[config.mk]
export PLATFORM = sky130hd
export DESIGN_NAME = ea_gen
export DESIGN_NICKNAME = d
export VERILOG_FILES = /design/src/rtl/ea_pkg.sv /design/src/rtl/ea_len_dec.sv /design/src/rtl/ea_calc.sv /design/src/rtl/ea_seq.sv /design/src/rtl/ea_gen.sv
export SDC_FILE = /design/constraint.sdc
export NUM_CORES = 1
export LEC_CHECK = 0
export BUFFER_PORTS_ARGS = -buffer_cell sky130_fd_sc_hd__buf_2
export CAP_MARGIN = 20
export CELL_PAD_IN_SITES_DETAIL_PLACEMENT = 0
export CELL_PAD_IN_SITES_GLOBAL_PLACEMENT = 1
export CORE_MARGIN = 2
export CORE_UTILIZATION = 27
export DETAILED_ROUTE_END_ITERATION = 6
export PLACE_DENSITY_LB_ADDON = 0.1
export SYNTH_ARGS = -nofsm -noshare
export SYNTH_HDL_FRONTEND = slang
export SYNTH_SLANG_ARGS = --single-unit
[constraint.sdc]
create_clock -name clk -period 5.63 [get_ports clk]
set_clock_uncertainty 0.15 [all_clocks]
set_input_delay 0.563 -clock clk [delete_from_list [all_inputs] [get_ports clk]]
set_output_delay 0.563 -clock clk [all_outputs]
set_load 0.03 [all_outputs]
[src/rtl/ea_pkg.sv]
package ea_pkg;
  localparam logic [3:0] MD_IMP = 4'd0;
  localparam logic [3:0] MD_ACC = 4'd1;
  localparam logic [3:0] MD_IMM = 4'd2;
  localparam logic [3:0] MD_ZP  = 4'd3;
  localparam logic [3:0] MD_ZPX = 4'd4;
  localparam logic [3:0] MD_ZPY = 4'd5;
  localparam logic [3:0] MD_ABS = 4'd6;
  localparam logic [3:0] MD_ABX = 4'd7;
  localparam logic [3:0] MD_ABY = 4'd8;
  localparam logic [3:0] MD_IND = 4'd9;
  localparam logic [3:0] MD_IZX = 4'd10;
  localparam logic [3:0] MD_IZY = 4'd11;
  localparam logic [3:0] MD_REL = 4'd12;

  typedef enum logic [2:0] {
    ST_IDLE, ST_OPLO, ST_OPHI, ST_PLO, ST_PHI, ST_DONE
  } ea_state_e;

  typedef struct packed {
    logic [1:0] len;    // instruction bytes
    logic       fetch;  // needs any memory read
    logic       two_op; // needs a second operand byte
    logic       ptr;    // needs a pointer fetch
    logic       ind;    // pointer address comes from absolute operand
    logic       izx;    // pointer address indexed by X
  } ea_ctl_t;
endpackage

[src/rtl/ea_len_dec.sv]
module ea_len_dec
  import ea_pkg::*;
(
  input  logic [3:0] mode,
  output ea_ctl_t    ctl
);
  always_comb begin
    ctl = '0;
    ctl.len = 2'd1;
    case (mode)
      MD_IMM: ctl.len = 2'd2;
      MD_ZP, MD_ZPX, MD_ZPY, MD_REL: begin
        ctl.len   = 2'd2;
        ctl.fetch = 1'b1;
      end
      MD_ABS, MD_ABX, MD_ABY: begin
        ctl.len    = 2'd3;
        ctl.fetch  = 1'b1;
        ctl.two_op = 1'b1;
      end
      MD_IND: begin
        ctl.len    = 2'd3;
        ctl.fetch  = 1'b1;
        ctl.two_op = 1'b1;
        ctl.ptr    = 1'b1;
        ctl.ind    = 1'b1;
      end
      MD_IZX: begin
        ctl.len   = 2'd2;
        ctl.fetch = 1'b1;
        ctl.ptr   = 1'b1;
        ctl.izx   = 1'b1;
      end
      MD_IZY: begin
        ctl.len   = 2'd2;
        ctl.fetch = 1'b1;
        ctl.ptr   = 1'b1;
      end
      default: ctl.len = 2'd1;
    endcase
  end
endmodule

[src/rtl/ea_calc.sv]
module ea_calc
  import ea_pkg::*;
#(
  parameter int AW = 16,
  parameter int DW = 8
) (
  input  logic [3:0]    mode,
  input  logic          pen,
  input  logic [AW-1:0] pc,
  input  logic [DW-1:0] x,
  input  logic [DW-1:0] y,
  input  logic [DW-1:0] b0,
  input  logic [DW-1:0] b1,
  input  logic [DW-1:0] p0,
  input  logic [DW-1:0] p1,
  input  logic [1:0]    len,
  output logic [AW-1:0] ea,
  output logic [AW-1:0] pc_nxt,
  output logic          extra
);
  localparam int HW = AW - DW;

  logic [DW-1:0] zp_sum;
  logic [AW-1:0] idx_base, idx_sum, rel_off;
  logic [DW-1:0] idx_val;
  logic          idx_mode;

  always_comb begin
    zp_sum   = b0 + ((mode == MD_ZPX) ? x : (mode == MD_ZPY) ? y : '0);
    idx_base = (mode == MD_IZY) ? AW'({p1, p0}) : AW'({b1, b0});
    idx_val  = (mode == MD_ABX) ? x : y;
    idx_sum  = idx_base + {{HW{1'b0}}, idx_val};
    idx_mode = (mode == MD_ABX) || (mode == MD_ABY) || (mode == MD_IZY);
    rel_off  = {{HW{b0[DW-1]}}, b0};
    extra    = pen && idx_mode && (idx_base[AW-1:DW] != idx_sum[AW-1:DW]);
    pc_nxt   = pc + {{(AW-2){1'b0}}, len};
    case (mode)
      MD_IMM:                 ea = pc + AW'(1);
      MD_ZP, MD_ZPX, MD_ZPY:  ea = {{HW{1'b0}}, zp_sum};
      MD_ABS:                 ea = AW'({b1, b0});
      MD_ABX, MD_ABY, MD_IZY: ea = idx_sum;
      MD_IND, MD_IZX:         ea = AW'({p1, p0});
      MD_REL:                 ea = pc + AW'(2) + rel_off;
      default:                ea = '0;
    endcase
  end
endmodule

[src/rtl/ea_seq.sv]
module ea_seq
  import ea_pkg::*;
#(
  parameter int AW = 16,
  parameter int DW = 8
) (
  input  logic          clk,
  input  logic          rst_n,
  input  logic          start,
  input  logic [3:0]    mode,
  input  logic          pen_en,
  input  logic [AW-1:0] pc_in,
  input  logic [DW-1:0] idx_x,
  input  logic [DW-1:0] idx_y,
  input  logic          in_fetch,
  input  ea_ctl_t       ctl_q,
  input  logic          mem_ack,
  input  logic [DW-1:0] mem_rdata,
  output logic          mem_req,
  output logic [AW-1:0] mem_addr,
  output logic          done,
  output logic [3:0]    mode_q,
  output logic          pen_q,
  output logic [AW-1:0] pc_q,
  output logic [DW-1:0] x_q,
  output logic [DW-1:0] y_q,
  output logic [DW-1:0] b0_q,
  output logic [DW-1:0] b1_q,
  output logic [DW-1:0] p0_q,
  output logic [DW-1:0] p1_q
);
  localparam int HW = AW - DW;

  ea_state_e     st_q, st_d;
  logic          ld_en, b0_en, b1_en, p0_en, p1_en;
  logic [AW-1:0] ptr_base;

  // pointer location for the low byte; high byte stays in its page
  always_comb begin
    if (ctl_q.ind) ptr_base = AW'({b1_q, b0_q});
    else           ptr_base = {{HW{1'b0}}, b0_q + (ctl_q.izx ? x_q : '0)};
  end

  always_comb begin
    st_d = st_q;
    case (st_q)
      ST_IDLE: if (start) st_d = in_fetch ? ST_OPLO : ST_DONE;
      ST_OPLO: if (mem_ack) st_d = ctl_q.two_op ? ST_OPHI :
                                   ctl_q.ptr    ? ST_PLO  : ST_DONE;
      ST_OPHI: if (mem_ack) st_d = ctl_q.ind ? ST_PLO : ST_DONE;
      ST_PLO:  if (mem_ack) st_d = ST_PHI;
      ST_PHI:  if (mem_ack) st_d = ST_DONE;
      ST_DONE: st_d = ST_IDLE;
      default: st_d = ST_IDLE;
    endcase
  end

  always_comb begin
    ld_en = (st_q == ST_IDLE) && start;
    b0_en = (st_q == ST_OPLO) && mem_ack;
    b1_en = (st_q == ST_OPHI) && mem_ack;
    p0_en = (st_q == ST_PLO)  && mem_ack;
    p1_en = (st_q == ST_PHI)  && mem_ack;
    mem_req = (st_q == ST_OPLO) || (st_q == ST_OPHI) ||
              (st_q == ST_PLO)  || (st_q == ST_PHI);
    done = (st_q == ST_DONE);
    case (st_q)
      ST_OPLO: mem_addr = pc_q + AW'(1);
      ST_OPHI: mem_addr = pc_q + AW'(2);
      ST_PLO:  mem_addr = ptr_base;
      ST_PHI:  mem_addr = {ptr_base[AW-1:DW], ptr_base[DW-1:0] + DW'(1)};
      default: mem_addr = '0;
    endcase
  end

  always_ff @(posedge clk or negedge rst_n) begin
    if (!rst_n) st_q <= ST_IDLE;
    else        st_q <= st_d;
  end

  always_ff @(posedge clk or negedge rst_n) begin
    if (!rst_n) begin
      mode_q <= '0;
      pen_q  <= 1'b0;
      pc_q   <= '0;
      x_q    <= '0;
      y_q    <= '0;
    end else if (ld_en) begin
      mode_q <= mode;
      pen_q  <= pen_en;
      pc_q   <= pc_in;
      x_q    <= idx_x;
      y_q    <= idx_y;
    end
  end

  always_ff @(posedge clk or negedge rst_n) begin
    if (!rst_n) begin
      b0_q <= '0;
      b1_q <= '0;
      p0_q <= '0;
      p1_q <= '0;
    end else begin
      if (b0_en) b0_q <= mem_rdata;
      if (b1_en) b1_q <= mem_rdata;
      if (p0_en) p0_q <= mem_rdata;
      if (p1_en) p1_q <= mem_rdata;
    end
  end

  AST_DONE_PULSE: assert property (@(posedge clk) disable iff (!rst_n)
    done |=> !done);
  AST_REQ_HOLD: assert property (@(posedge clk) disable iff (!rst_n)
    (mem_req && !mem_ack) |=> (mem_req && $stable(mem_addr)));
  AST_PTR_PAGE: assert property (@(posedge clk) disable iff (!rst_n)
    (st_q == ST_PLO && mem_ack) |=> (mem_addr[AW-1:DW] == $past(mem_addr[AW-1:DW]) &&
      mem_addr[DW-1:0] == $past(mem_addr[DW-1:0]) + DW'(1)));
  AST_FAST_DONE: assert property (@(posedge clk) disable iff (!rst_n)
    (st_q == ST_IDLE && start && !in_fetch) |=> (done && !mem_req));
endmodule

[src/rtl/ea_gen.sv]
module ea_gen
  import ea_pkg::*;
#(
  parameter int AW = 16,
  parameter int DW = 8
) (
  input  logic          clk,
  input  logic          rst_n,
  input  logic          start,
  input  logic [3:0]    mode,
  input  logic          pen_en,
  input  logic [AW-1:0] pc_in,
  input  logic [DW-1:0] idx_x,
  input  logic [DW-1:0] idx_y,
  output logic          mem_req,
  output logic [AW-1:0] mem_addr,
  input  logic          mem_ack,
  input  logic [DW-1:0] mem_rdata,
  output logic          done,
  output logic [AW-1:0] ea,
  output logic [AW-1:0] pc_out,
  output logic [1:0]    op_len,
  output logic          extra_cyc
);
  ea_ctl_t       ctl_in, ctl_q;
  logic [3:0]    mode_q;
  logic          pen_q;
  logic [AW-1:0] pc_q;
  logic [DW-1:0] x_q, y_q, b0_q, b1_q, p0_q, p1_q;

  ea_len_dec u_dec_in (.mode(mode),   .ctl(ctl_in));
  ea_len_dec u_dec_q  (.mode(mode_q), .ctl(ctl_q));

  ea_seq #(.AW(AW), .DW(DW)) u_seq (
    .clk(clk), .rst_n(rst_n), .start(start), .mode(mode), .pen_en(pen_en),
    .pc_in(pc_in), .idx_x(idx_x), .idx_y(idx_y), .in_fetch(ctl_in.fetch),
    .ctl_q(ctl_q), .mem_ack(mem_ack), .mem_rdata(mem_rdata),
    .mem_req(mem_req), .mem_addr(mem_addr), .done(done),
    .mode_q(mode_q), .pen_q(pen_q), .pc_q(pc_q), .x_q(x_q), .y_q(y_q),
    .b0_q(b0_q), .b1_q(b1_q), .p0_q(p0_q), .p1_q(p1_q)
  );

  ea_calc #(.AW(AW), .DW(DW)) u_calc (
    .mode(mode_q), .pen(pen_q), .pc(pc_q), .x(x_q), .y(y_q),
    .b0(b0_q), .b1(b1_q), .p0(p0_q), .p1(p1_q), .len(ctl_q.len),
    .ea(ea), .pc_nxt(pc_out), .extra(extra_cyc)
  );

  assign op_len = ctl_q.len;

  AST_ZP_PAGE: assert property (@(posedge clk) disable iff (!rst_n)
    (done && (mode_q == MD_ZP || mode_q == MD_ZPX || mode_q == MD_ZPY))
      |-> (ea[AW-1:DW] == '0));
  AST_EXTRA_GATED: assert property (@(posedge clk) disable iff (!rst_n)
    (done && !(pen_q && (mode_q == MD_ABX || mode_q == MD_ABY || mode_q == MD_IZY)))
      |-> !extra_cyc);
  AST_LEN_NONZERO: assert property (@(posedge clk) disable iff (!rst_n)
    done |-> (op_len != 2'd0));
endmodule

; ---- Word-level counts from Yosys, hierarchy flattened
; Index checks and enable logic that the tools add are counted.
[totals]
elab_cells = 95
reg_bits = 72
[op_classes]
n_reduce_logical = 21
n_addsub = 8
eq_ne = 32
muxes = 24
[ops]
columns = operator, count
row1 = $pmux W16 S6, 1
row2 = $pmux W16 S4, 1
row3 = $eq A4 B4 Y1 const B, 10
row4 = $eq A4 B3 Y1 const B, 8
row5 = $mux W16, 2
row6 = $mux W8, 4
row7 = $mux W3, 9
row8 = $add A16 B1 Y16 const B, 1
row9 = $add A16 B16 Y16, 1
row10 = $add A16 B2 Y16, 1
row11 = $add A16 B2 Y16 const B, 1
row12 = $add A16 B8 Y16, 1
row13 = $add A8 B8 Y8, 2
row14 = $pmux W3 S5, 1
row15 = $eq A4 B2 Y1 const B, 3
row16 = $ne A2 B2 Y1 const B, 5
row17 = $reduce_or A10 Y1, 1
row18 = $reduce_or A3 Y1, 3
row19 = $add A8 B1 Y8 const B, 1
row20 = $ne A8 B8 Y1, 1
row21 = $logic_and A1 B1 Y1, 7
row22 = $reduce_or A7 Y1, 1
row23 = $eq A3 B2 Y1 const B, 2
row24 = $eq A3 B3 Y1 const B, 2
row25 = 8 further kinds, 16

; ---- Depth between registers and ports, before layout
; Gate-level depths: netlist of run 1.
[depth]
depth_word = 7
mapped_depth = 16
depth_no_buf = 14

; ---- Cells and area by module
; From an unflattened synthesis of run 1, not the netlist that was laid out.
[hier_totals]
hier_cells = 876
hier_area_um2 = 7612.3
[by_module_without_submodules]
columns = module, seq_area_each_um2, n_inst, cells_per_inst, area_per_inst_um2
row1 = ea_seq, 1801.7, 1, 368, 4036.4
row2 = ea_calc, 0.0, 1, 478, 3365.7
row3 = ea_len_dec, 0.0, 2, 15, 105.1

; ---- Worst setup path before layout of run 1
; No wires, ideal clock.
[synth_path]
path_kind = reg2out
from = register u_seq.mode_q[0]
to = output ea[12]
n_path_buf = 2
slack_ns = 1.251
path_stages_with_launch = 14
arrival_time_ns = 3.666
cell_sequence = dfrtp_1 > buf_4 > clkbuf_1 > nand3_1 > mux2_2 > ha_1 > fa_1 > a21o_1 > a21oi_1 > o21ai_0 > o211ai_1 > nor2_1 > xor2_1 > o221ai_1
[synth_between]
elab_chain_cells = 4
word_cells_on_any_way = 18
cone_classes = add/sub (1) / eq/ne (11) / mux (3) / reduce/logical (3)
[synth_lines]
columns = item, line_no
row1 = start: declaration, ea_seq.sv:22  ; output logic [3:0] mode_q,
row2 = start signal: assignment, ea_seq.sv:89  ; mode_q <= mode;
row3 = $eq A4 B4 Y1 or $eq A4 B3 Y1 (tied branches), "ea_calc.sv:30, ea_calc.sv:37, ea_calc.sv:31"
row4 = $mux W16 or $mux W8 (tied branches), "ea_calc.sv:30, ea_calc.sv:31"
row5 = $add A16 B8 Y16, ea_calc.sv:32  ; idx_sum = idx_base + {{HW{1'b0}}, idx_val};
row6 = $pmux W16 S6 *, ea_calc.sv:37  ; case (mode)
row7 = end: declaration, ea_gen.sv:20  ; output logic [AW-1:0] ea,
; Every way passes the cells marked *; elsewhere a longest branch is shown, timed or not.

; ---- Final worst setup path of run 1
[layout_path]
from = register u_seq.mode_q[2]
to = output ea[13]
; The elaborated chain is that of the path after synthesis.

==> qor.yml, run 1 <==
outcome: "finished, final reports clean"
end_kind: "output pin"
cts_resized: 0
track_usage_pct: 19.1
maxCapViolations: 0
grt_pass1_wl_um: 40700
core_um2: 25900
die_x_um: 166
cp_max_fo: 17
die_area_um2: 27600
place_congestion: 0.828
worst_slew_pin_slew_ns: 1.11
root_buffer: "clkbuf_16"
design_area_um2: 8240
synthesis.nets: 917
insertion_delay_ns: 0.35
synth.cell_area_um2: 7090
wl_um: 26200
synth.distinct_cells: 63
netlist_instances: 821
placed_area_um2: 7910
multi_input_area_um2: 5010
synth_edf_count: 0
timing.fmax_mhz: 195
cp-start-kind: "flip-flop"
ant_nets: 0
r2r_slack_ns: 2.89
required_ns: 4.92
drt-initial-drc-count: 457
final_common_cell: "buf_2"
fin_crit_sh_pct: 91.2
arrival_ns: 4.42
final_nets: 993
die_h_um: 166
drc: 0
antenna_found_initial: 0
setup_violations: 0
crit_type: "flip-flop to output pin"
num_vias: 6395
finalSetupTns_ns: 0
initial_core_util_pct: 27.4
hold_viol: 0
htree_levels: 3
seq_area_um2: 1800
syn_area_per_cell_um2: 8.63
yosysSeqAreaShare_pct: 25.4
timing.slew.headroom_pct: 26.1
grt_pass1_vias: 6560
cts_tree: "yes"
num_io_pins: 102
grt_max_degree: 53
ys_ff_latch: 72
antenna_cells_inserted: 0
port_buffers: 101
clk_path_buf_depth: 2
cts_inserted_buffers: 9
synthFlopType: "dfrtp_1"
hp-class: "primary input to flip-flop"
post_drt_wl_per_cell_um: 21.2
yosysWarnings: 0
area_delta_synth_final_pct: 16.2
clkSinkCount: 72
overflow: 0
postLayoutCoreUtil_pct: 31.8
rsz0062_at_grt: "false"
routed_via_density: 5.17
n_fill_cell: 2779
synthArstFlopShare_pct: 100
period_minus_slack_ns: 5.13
final_cell_mix: "100 x buf_2, 93 x nand2_1, 76 x mux2_2, 72 x dfrtp_1, 60 x nor2_1"
cts.clk_slew.worst_paths_ns: 0.07
num_rows: 59
hpwl_um: 20600
first_pass_iters: 5
drive_gt1_share_pct: 23.4
final_max_slew_viol_count: 0
## state kept, by name, indices dropped and copies added (netlist names)
signal and count:
u_seq.y_q 8, u_seq.st_q 3, u_seq.mode_q 4, u_seq.pc_q 16, u_seq.p0_q 8, u_seq.p1_q 8, u_seq.b0_q 8, u_seq.pen_q 1
u_seq.x_q 8, u_seq.b1_q 8
## synthesized netlist by cell type, drive strengths merged (5+ instances only)
| cell type | instances | area (um^2) |
|---|---|---|
| o21ai | 27 | 135 |
| inv | 22 | 82.6 |
| and3 | 6 | 37.5 |
| a22oi | 15 | 113 |
| dfrtp | 72 | 1800 |
| mux2i | 26 | 260 |
| a211o | 5 | 43.8 |
| nor3 | 14 | 70.1 |
| ha | 42 | 526 |
| nand2 | 93 | 349 |
| a221o | 6 | 60.1 |
| o22ai | 8 | 50.1 |
| nand3 | 22 | 110 |
| mux2 | 77 | 871 |
| and2 | 9 | 56.3 |
| nand2b | 17 | 106 |
| o211ai | 7 | 52.6 |
| a31oi | 5 | 31.3 |
| nor2b | 9 | 56.3 |
| fa | 5 | 100 |
| a21oi | 42 | 210 |
| xor2 | 30 | 263 |
| o21bai | 5 | 37.5 |
| clkbuf | 38 | 143 |
| o221ai | 17 | 149 |
| nand4 | 6 | 37.5 |
| o31ai | 5 | 37.5 |
| a21o | 10 | 75.1 |
| nor2 | 60 | 225 |
| o21a | 5 | 37.5 |
| a221oi | 8 | 70.1 |
| xnor2 | 52 | 455 |
| buf | 10 | 51.3 |
## worst max-delay path: stages (launching register included)
cell       delay (ns)
dfrtp_1          0.63
nor2b_1          0.23
nand3_1          0.34
mux2_2           0.43
ha_1             0.31
a211o_1          0.32
a2111oi_0        0.68
o31ai_1          0.27
nor3b_2          0.23
xnor2_1          0.15
a211o_1          0.29
buf_2            0.17
## stage by stage
| step | setup slack, ns | hold WS, ns | std cells |
|---|---|---|---|
| after floorplan | 1.25 | 0.117 | 821 |
| after global placement | 0.837 | 0.339 | 1220 |
| final | 0.495 | 0.288 | 1236 |
| after detailed placement | 0.810 | 0.334 | 1220 |
| after CTS | 0.433 | 0.276 | 1236 |
| after global routing | 0.110 | 0.284 | 1236 |
## final timing paths
check                                            start                    endpoint  depth (start not counted)
max                        u_seq.mode_q[2]$_DFFE_PN0P_                      ea[13]                         11
min                                          pc_in[15]  u_seq.pc_q[15]$_DFFE_PN0P_                          2
max reg2reg                u_seq.mode_q[3]$_DFFE_PN0P_   u_seq.st_q[2]$_DFFE_PN0P_                          6
min reg2reg                    u_seq.pen_q$_DFFE_PN0P_     u_seq.pen_q$_DFFE_PN0P_                          1
max in group asynchronous                        rst_n   u_seq.p1_q[7]$_DFFE_PN0P_                          3
min in group asynchronous                        rst_n   u_seq.pc_q[0]$_DFFE_PN0P_                          2
## timing repair
action / CTS / global route
setup buffers: 0 / 0
endpoints found under the hold margin: 20 / 0
hold buffers: 1 / 0
## cell type report
type                       count  share of cell area, %
sequential                    72                   21.9
clock inverter                 6                   1.14
multi-input combinational    678                   60.8
timing repair buffer         113                   7.29
inverter                      23                   1.05
clock buffer                   9                   2.73
tap                          335                   5.09
## logic make-up after synthesis
kind of cell    after synthesis  share of synthesized area, %
simple gates                258                          17.3
fa+ha+maj                    47                          8.83
buf+inv                      71                          3.95
compound gates              188                          18.4
flops                        72                          25.4
xor+xnor                     82                          10.1
mux                         103                          16.0
## per-layer routing
metal | wire, um | part of all wire (%) | GRT usage (%)
met2 | 11400 | 44 | 29.4
met1 | 13200 | 51 | 28.3
met3 | 1150 | 4.4 | 2.91
met5 | 0 | 0 | 0
met4 | 386 | 1.5 | 4.16
Power of run 1 is left out: the tool's default activity adds up to more than one toggle a clock period on the data nets, which glitch-free logic cannot reach.
==> run 2, diff against run 1 <==
- clock period: 5.63 -> 6.2 ns (I/O delays scaled with it)
==> qor.yml, run 2 (same netlist as run 1, synthesis figures left out) <==
slowest_stage: "dfrtp_1"
period_minus_slack_ns: 5.55
num_io_pins: 102  # unchanged
grt_pass1_wl_um: 40100  # -1.6%
timing.fmax_mhz: 180
port_buffers: 101  # unchanged
area_delta_synth_final_pct: 15.2
num_rows: 59  # unchanged
wl_um: 26200  # +0.23%
die_h_um: 166  # unchanged
hpwl_um: 20600  # -0.17%
crit_type: "flip-flop to output pin"
clkSinkCount: 72  # unchanged
maxCapViolations: 0  # unchanged
cts_resized: 0  # unchanged
fin_crit_sh_pct: 89.6
grt_max_degree: 53  # unchanged
final_nets: 989  # -0.40%
n_fill_cell: 2814  # +1.3%
cts_inserted_buffers: 9  # unchanged
drc: 0  # unchanged
worst_slew_pin_slew_ns: 1.11  # +0.00219 ns
end_kind: "output pin"
final_max_slew_viol_count: 0  # unchanged
path_cells: "nor2b_1 > nand3_1 > mux2_2 > ha_1 > a211o_1 > a2111oi_0 > o21bai_1 > xnor2_1 > a221oi_1 > o221ai_1 > buf_2"
clk_path_buf_depth: 2  # unchanged
cpPeakStageDelay_ns: 0.62  # -0.06 ns
design_area_um2: 8160  # -0.93%
drt-initial-drc-count: 420  # -8.1%
track_usage_pct: 19.0  # -0.17 points
post_drt_wl_per_cell_um: 21.2  # +0.39%
root_buffer: "clkbuf_16"
crit_family: "compound AO/OA/AOI/OAI gates"
final_common_cell: "buf_2"
outcome: "finished, final reports clean"
required_ns: 5.43  # +0.51 ns
die_x_um: 166  # unchanged
place_congestion: 0.867  # +4.7%
final_cell_mix: "100 x buf_2, 93 x nand2_1, 76 x mux2_2, 72 x dfrtp_1, 60 x nor2_1"
routed_via_density: 5.23  # +1.0%
cp-start-kind: "flip-flop"
core_um2: 25900  # unchanged
drive_gt1_share_pct: 23.2  # -0.26 points
insertion_delay_ns: 0.35  # about the same
antenna_found_initial: 0  # unchanged
setup_violations: 0  # unchanged
timing.slew.headroom_pct: 26.0  # -0.15 points
post-cts-setup-buffers: 0  # unchanged
initial_core_util_pct: 27.4  # unchanged
overflow: 0  # unchanged
placed_area_um2: 7890  # -0.28%
hp-class: "primary input to asynchronous set/reset pin"
ant_nets: 0  # unchanged
cts_tree: "yes"
setup_ws_ns: 0.647  # +0.152 ns
grt_pass1_vias: 6306  # -3.9%
hold_viol: 0  # unchanged
die_area_um2: 27600  # unchanged
num_vias: 6451  # +0.88%
cp_max_fo: 17  # unchanged
finalSetupTns_ns: 0  # unchanged
largest_register: "u_seq.pc_q"
dpl_worst_slack_ns: 1.02  # +0.212 ns
arrival_ns: 4.78  # +0.36 ns
cp_num_buf_inv: 1  # unchanged
cts_hold_buf: 0  # -1
largest_register_ffs: 16  # unchanged
htree_levels: 3  # unchanged
cts.clk_slew.worst_paths_ns: 0.07  # about the same
first_pass_iters: 5  # unchanged
rsz0062_at_grt: "false"
==> run 2: changes by cell type in the layout (fill, tap and decap cells not counted) <==
cell / change
clkbuf_1: +1
diode_2: +1
clkinv_2: +2
dlygate4sd3_1: -1
bufinv_16: -2
buf_4: -3
==> run 2: worst register-to-register path: stages, from the launching register on <==
cell	delay, ns
dfrtp_1	0.65
nand4bb_1	0.68
o21ai_0	0.39
o21ai_0	0.22
o31a_1	0.37
o21ai_0	0.14
nand2_1	0.07
==> run 2: path summary, 6_finish.rpt <==
check	slack, ns	from	to	depth (start not counted)
max in group asynchronous	4.85	rst_n	u_seq.mode_q[3]$_DFFE_PN0P_	2
min reg2reg	0.37	u_seq.pen_q$_DFFE_PN0P_	u_seq.pen_q$_DFFE_PN0P_	1
min	0.02	rst_n	u_seq.pc_q[6]$_DFFE_PN0P_	1
min in group clk	0.34	idx_y[4]	u_seq.y_q[4]$_DFFE_PN0P_	2
max	0.65	u_seq.mode_q[2]$_DFFE_PN0P_	ea[7]	11
max reg2reg	3.42	u_seq.mode_q[3]$_DFFE_PN0P_	u_seq.st_q[2]$_DFFE_PN0P_	6
==> run 2: metal layers <==
layer  global-route usage (%)  part of all wire, %  vias up
met4                     4.39                  1.2        0
li1                         -                    -     3145
met2                     29.1                   44      166
met3                     2.86                  4.6       14
met1                     27.9                   50     3126
met5                        0                    0        -
==> run 2: metrics by stage <==
stage	instances	hold slack, ns	util (%)
2_1_floorplan	821	0.174	-
3_3_place_gp	1217	0.342	30.4
6_report	1234	0.0165	31.5
4_1_cts	1233	0.0181	31.5
5_1_grt	1233	0.0360	31.5
3_5_place_dp	1217	0.353	30.4
==> run 2: area by class of cell <==
class / instances / area (um^2) / share of cell area, %
diodes: 1 / 2.50 / 0.0307
clock buffers: 10 / 229 / 2.81
clock inverters: 6 / 43.8 / 0.537
inverters: 23 / 86.3 / 1.06
multi-input cells: 678 / 5010 / 61.4
flip-flops and latches: 72 / 1800 / 22.1
well taps: 335 / 419 / 5.14
repair buffers: 109 / 568 / 6.96
Power of run 2 is left out for the same reason.
==> run 3, diff against run 2 <==
- SYNTH_HIERARCHICAL: not set -> 1
==> qor.yml, run 3 <==
cts_tree: "yes"
port_buffers: 101  # unchanged
outcome: "finished, final reports clean"
final_max_slew_viol_count: 0  # unchanged
finalSetupTns_ns: 0  # unchanged
first_pass_iters: 5  # unchanged
arrival_ns: 4.78  # about the same
cts.clk_slew.worst_paths_ns: 0.06  # about the same
die_area_um2: 29200  # +5.9%
final_nets: 1060  # +7.2%
drive_gt1_share_pct: 24.4  # +1.3 points
fin_crit_sh_pct: 89.5  # -0.098 points
syn_area_per_cell_um2: 8.72  # +0.98%
grt_pass1_wl_um: 42300  # +5.5%
rsz0062_at_grt: "false"
hp-class: "primary input to flip-flop"
r2r-start: "u_seq/st_q[0]$_DFFE_PN0P_"
yosysWarnings: 6  # +6
cts_inserted_buffers: 9  # unchanged
cts_resized: 0  # unchanged
maxCapViolations: 0  # unchanged
antenna_found_initial: 0  # unchanged
worstRegToRegCells: 4  # -2
largest_register_ffs: 16  # unchanged
end_kind: "output pin"
die_x_um: 171  # +2.9%
worst_slew_pin_slew_ns: 1.11  # -0.00164 ns
die_h_um: 171  # +2.9%
crit_path_end: "ea[12]"
area_delta_synth_final_pct: 15.6
initial_core_util_pct: 27.3  # -0.081 points
htree_levels: 3  # unchanged
timing.fmax_mhz: 180  # +0.11%
drc: 0  # unchanged
routed_via_density: 5.29  # +1.2%
num_vias: 7045  # +9.2%
hold_depth: 3
antenna_cells_inserted: 0  # -1
use_met3_pct: 2.06  # -0.80 points
track_usage_pct: 19.3  # +0.38 points
groute.layer.met2.usage_pct: 32.5  # +3.4 points
final_common_cell: "buf_2"
insertion_delay_ns: 0.33  # -0.02 ns
clkSinkCount: 72  # unchanged
largest_register: "u_seq/pc_q"
synth.cell_area_um2: 7510  # +6.0%
r2r_slack_ns: 3.76  # +0.34 ns
hpwl_um: 22200  # +7.8%
synthesis.nets: 973  # +6.1%
clk_path_buf_depth: 2  # unchanged
met1_usage_pct: 26.8  # -1.2 points
period_minus_slack_ns: 5.55  # -0.00605 ns
rr_endpoint: "u_seq/b0_q[0]$_DFFE_PN0P_"
post_drt_wl_per_cell_um: 21.1  # -0.59%
crit_type: "flip-flop to output pin"
netlist_instances: 862  # +5.0%
startpoint: "u_seq/mode_q[2]$_DFFE_PN0P_"
wl_um: 28100  # +7.3%
place_congestion: 0.819  # -5.5%
root_buffer: "clkbuf_16"
busiest_layer: "met2"
n_fill_cell: 2973  # +5.7%
num_rows: 61  # +3.4%
grt_pass1_vias: 6862  # +8.8%
timing.slew.headroom_pct: 25.9  # -0.048 points
final_cell_mix: "100 x buf_2, 96 x nand2_1, 80 x mux2_2, 72 x dfrtp_1, 57 x ha_1"
setup_violations: 0  # unchanged
num_io_pins: 102  # unchanged
core_um2: 27600  # +6.3%
cp-start-kind: "flip-flop"
drt-initial-drc-count: 457  # +8.8%
ant_nets: 0  # unchanged
cp_max_fo: 17  # unchanged
hold_viol: 0  # unchanged
grt_max_degree: 61  # +15%
required_ns: 5.43  # about the same
overflow: 0  # unchanged
-- run 3: repair_timing --
action,in CTS,in global routing
hold buffers,1,0
setup buffers,0,0
endpoints found under the hold margin,12,0
setup endpoints to repair,0,0
-- run 3: metal layers --
layer	share of wire, %	vias up
li1	-	3391
met1	47	3478
met2	48	154
met3	3.5	22
met4	1.5	0
met5	0	-
-- run 3: critical path, stage by stage, from the launching register on --
cell	delay [ns]
dfrtp_1	0.62
nor2b_1	0.59
nand3_1	0.44
mux2_2	0.35
ha_1	0.18
inv_1	0.06
fa_1	0.39
nand2b_1	0.19
a21oi_1	0.35
o2111ai_1	0.27
xor2_1	0.22
a221oi_1	0.44
o31ai_1	0.13
buf_2	0.20
-- run 3: metrics by stage --
step                area, um^2  worst slack, ns  hold slack [ns]  util, %  std cells
CTS                       8690            0.689            0.344     31.5       1332
finish                    8690            0.653            0.357     31.5       1332
global placement          8410             1.17            0.328     30.5       1315
detailed placement        8410             1.08            0.326     30.5       1315
global route              8690            0.314            0.351     31.5       1332
floorplan                 7510             2.04            0.174        -        862
-- run 3: cell type report --
| class | count | area, um^2 | share of cell area (%) |
|---|---|---|---|
| Inverter | 23 | 86.3 | 0.994 |
| Tap cell | 378 | 473 | 5.44 |
| Timing Repair Buffer | 115 | 616 | 7.09 |
| Clock inverter | 6 | 36.3 | 0.418 |
| Sequential cell | 72 | 1800 | 20.7 |
| Multi-Input combinational cell | 728 | 5450 | 62.7 |
| Clock buffer | 10 | 229 | 2.64 |
-- run 3: worst min-delay path by stage --
stage	start	end
2_1_floorplan	rst_n	u_seq/b0_q[0]$_DFFE_PN0P_
3_3_place_gp	rst_n	u_seq/pen_q$_DFFE_PN0P_
3_5_place_dp	rst_n	u_seq/pen_q$_DFFE_PN0P_
4_1_cts	pc_in[11]	u_seq/pc_q[11]$_DFFE_PN0P_
5_1_grt	pen_en	u_seq/pen_q$_DFFE_PN0P_
6_report	pc_in[11]	u_seq/pc_q[11]$_DFFE_PN0P_
Power of run 3 is left out for the same reason.
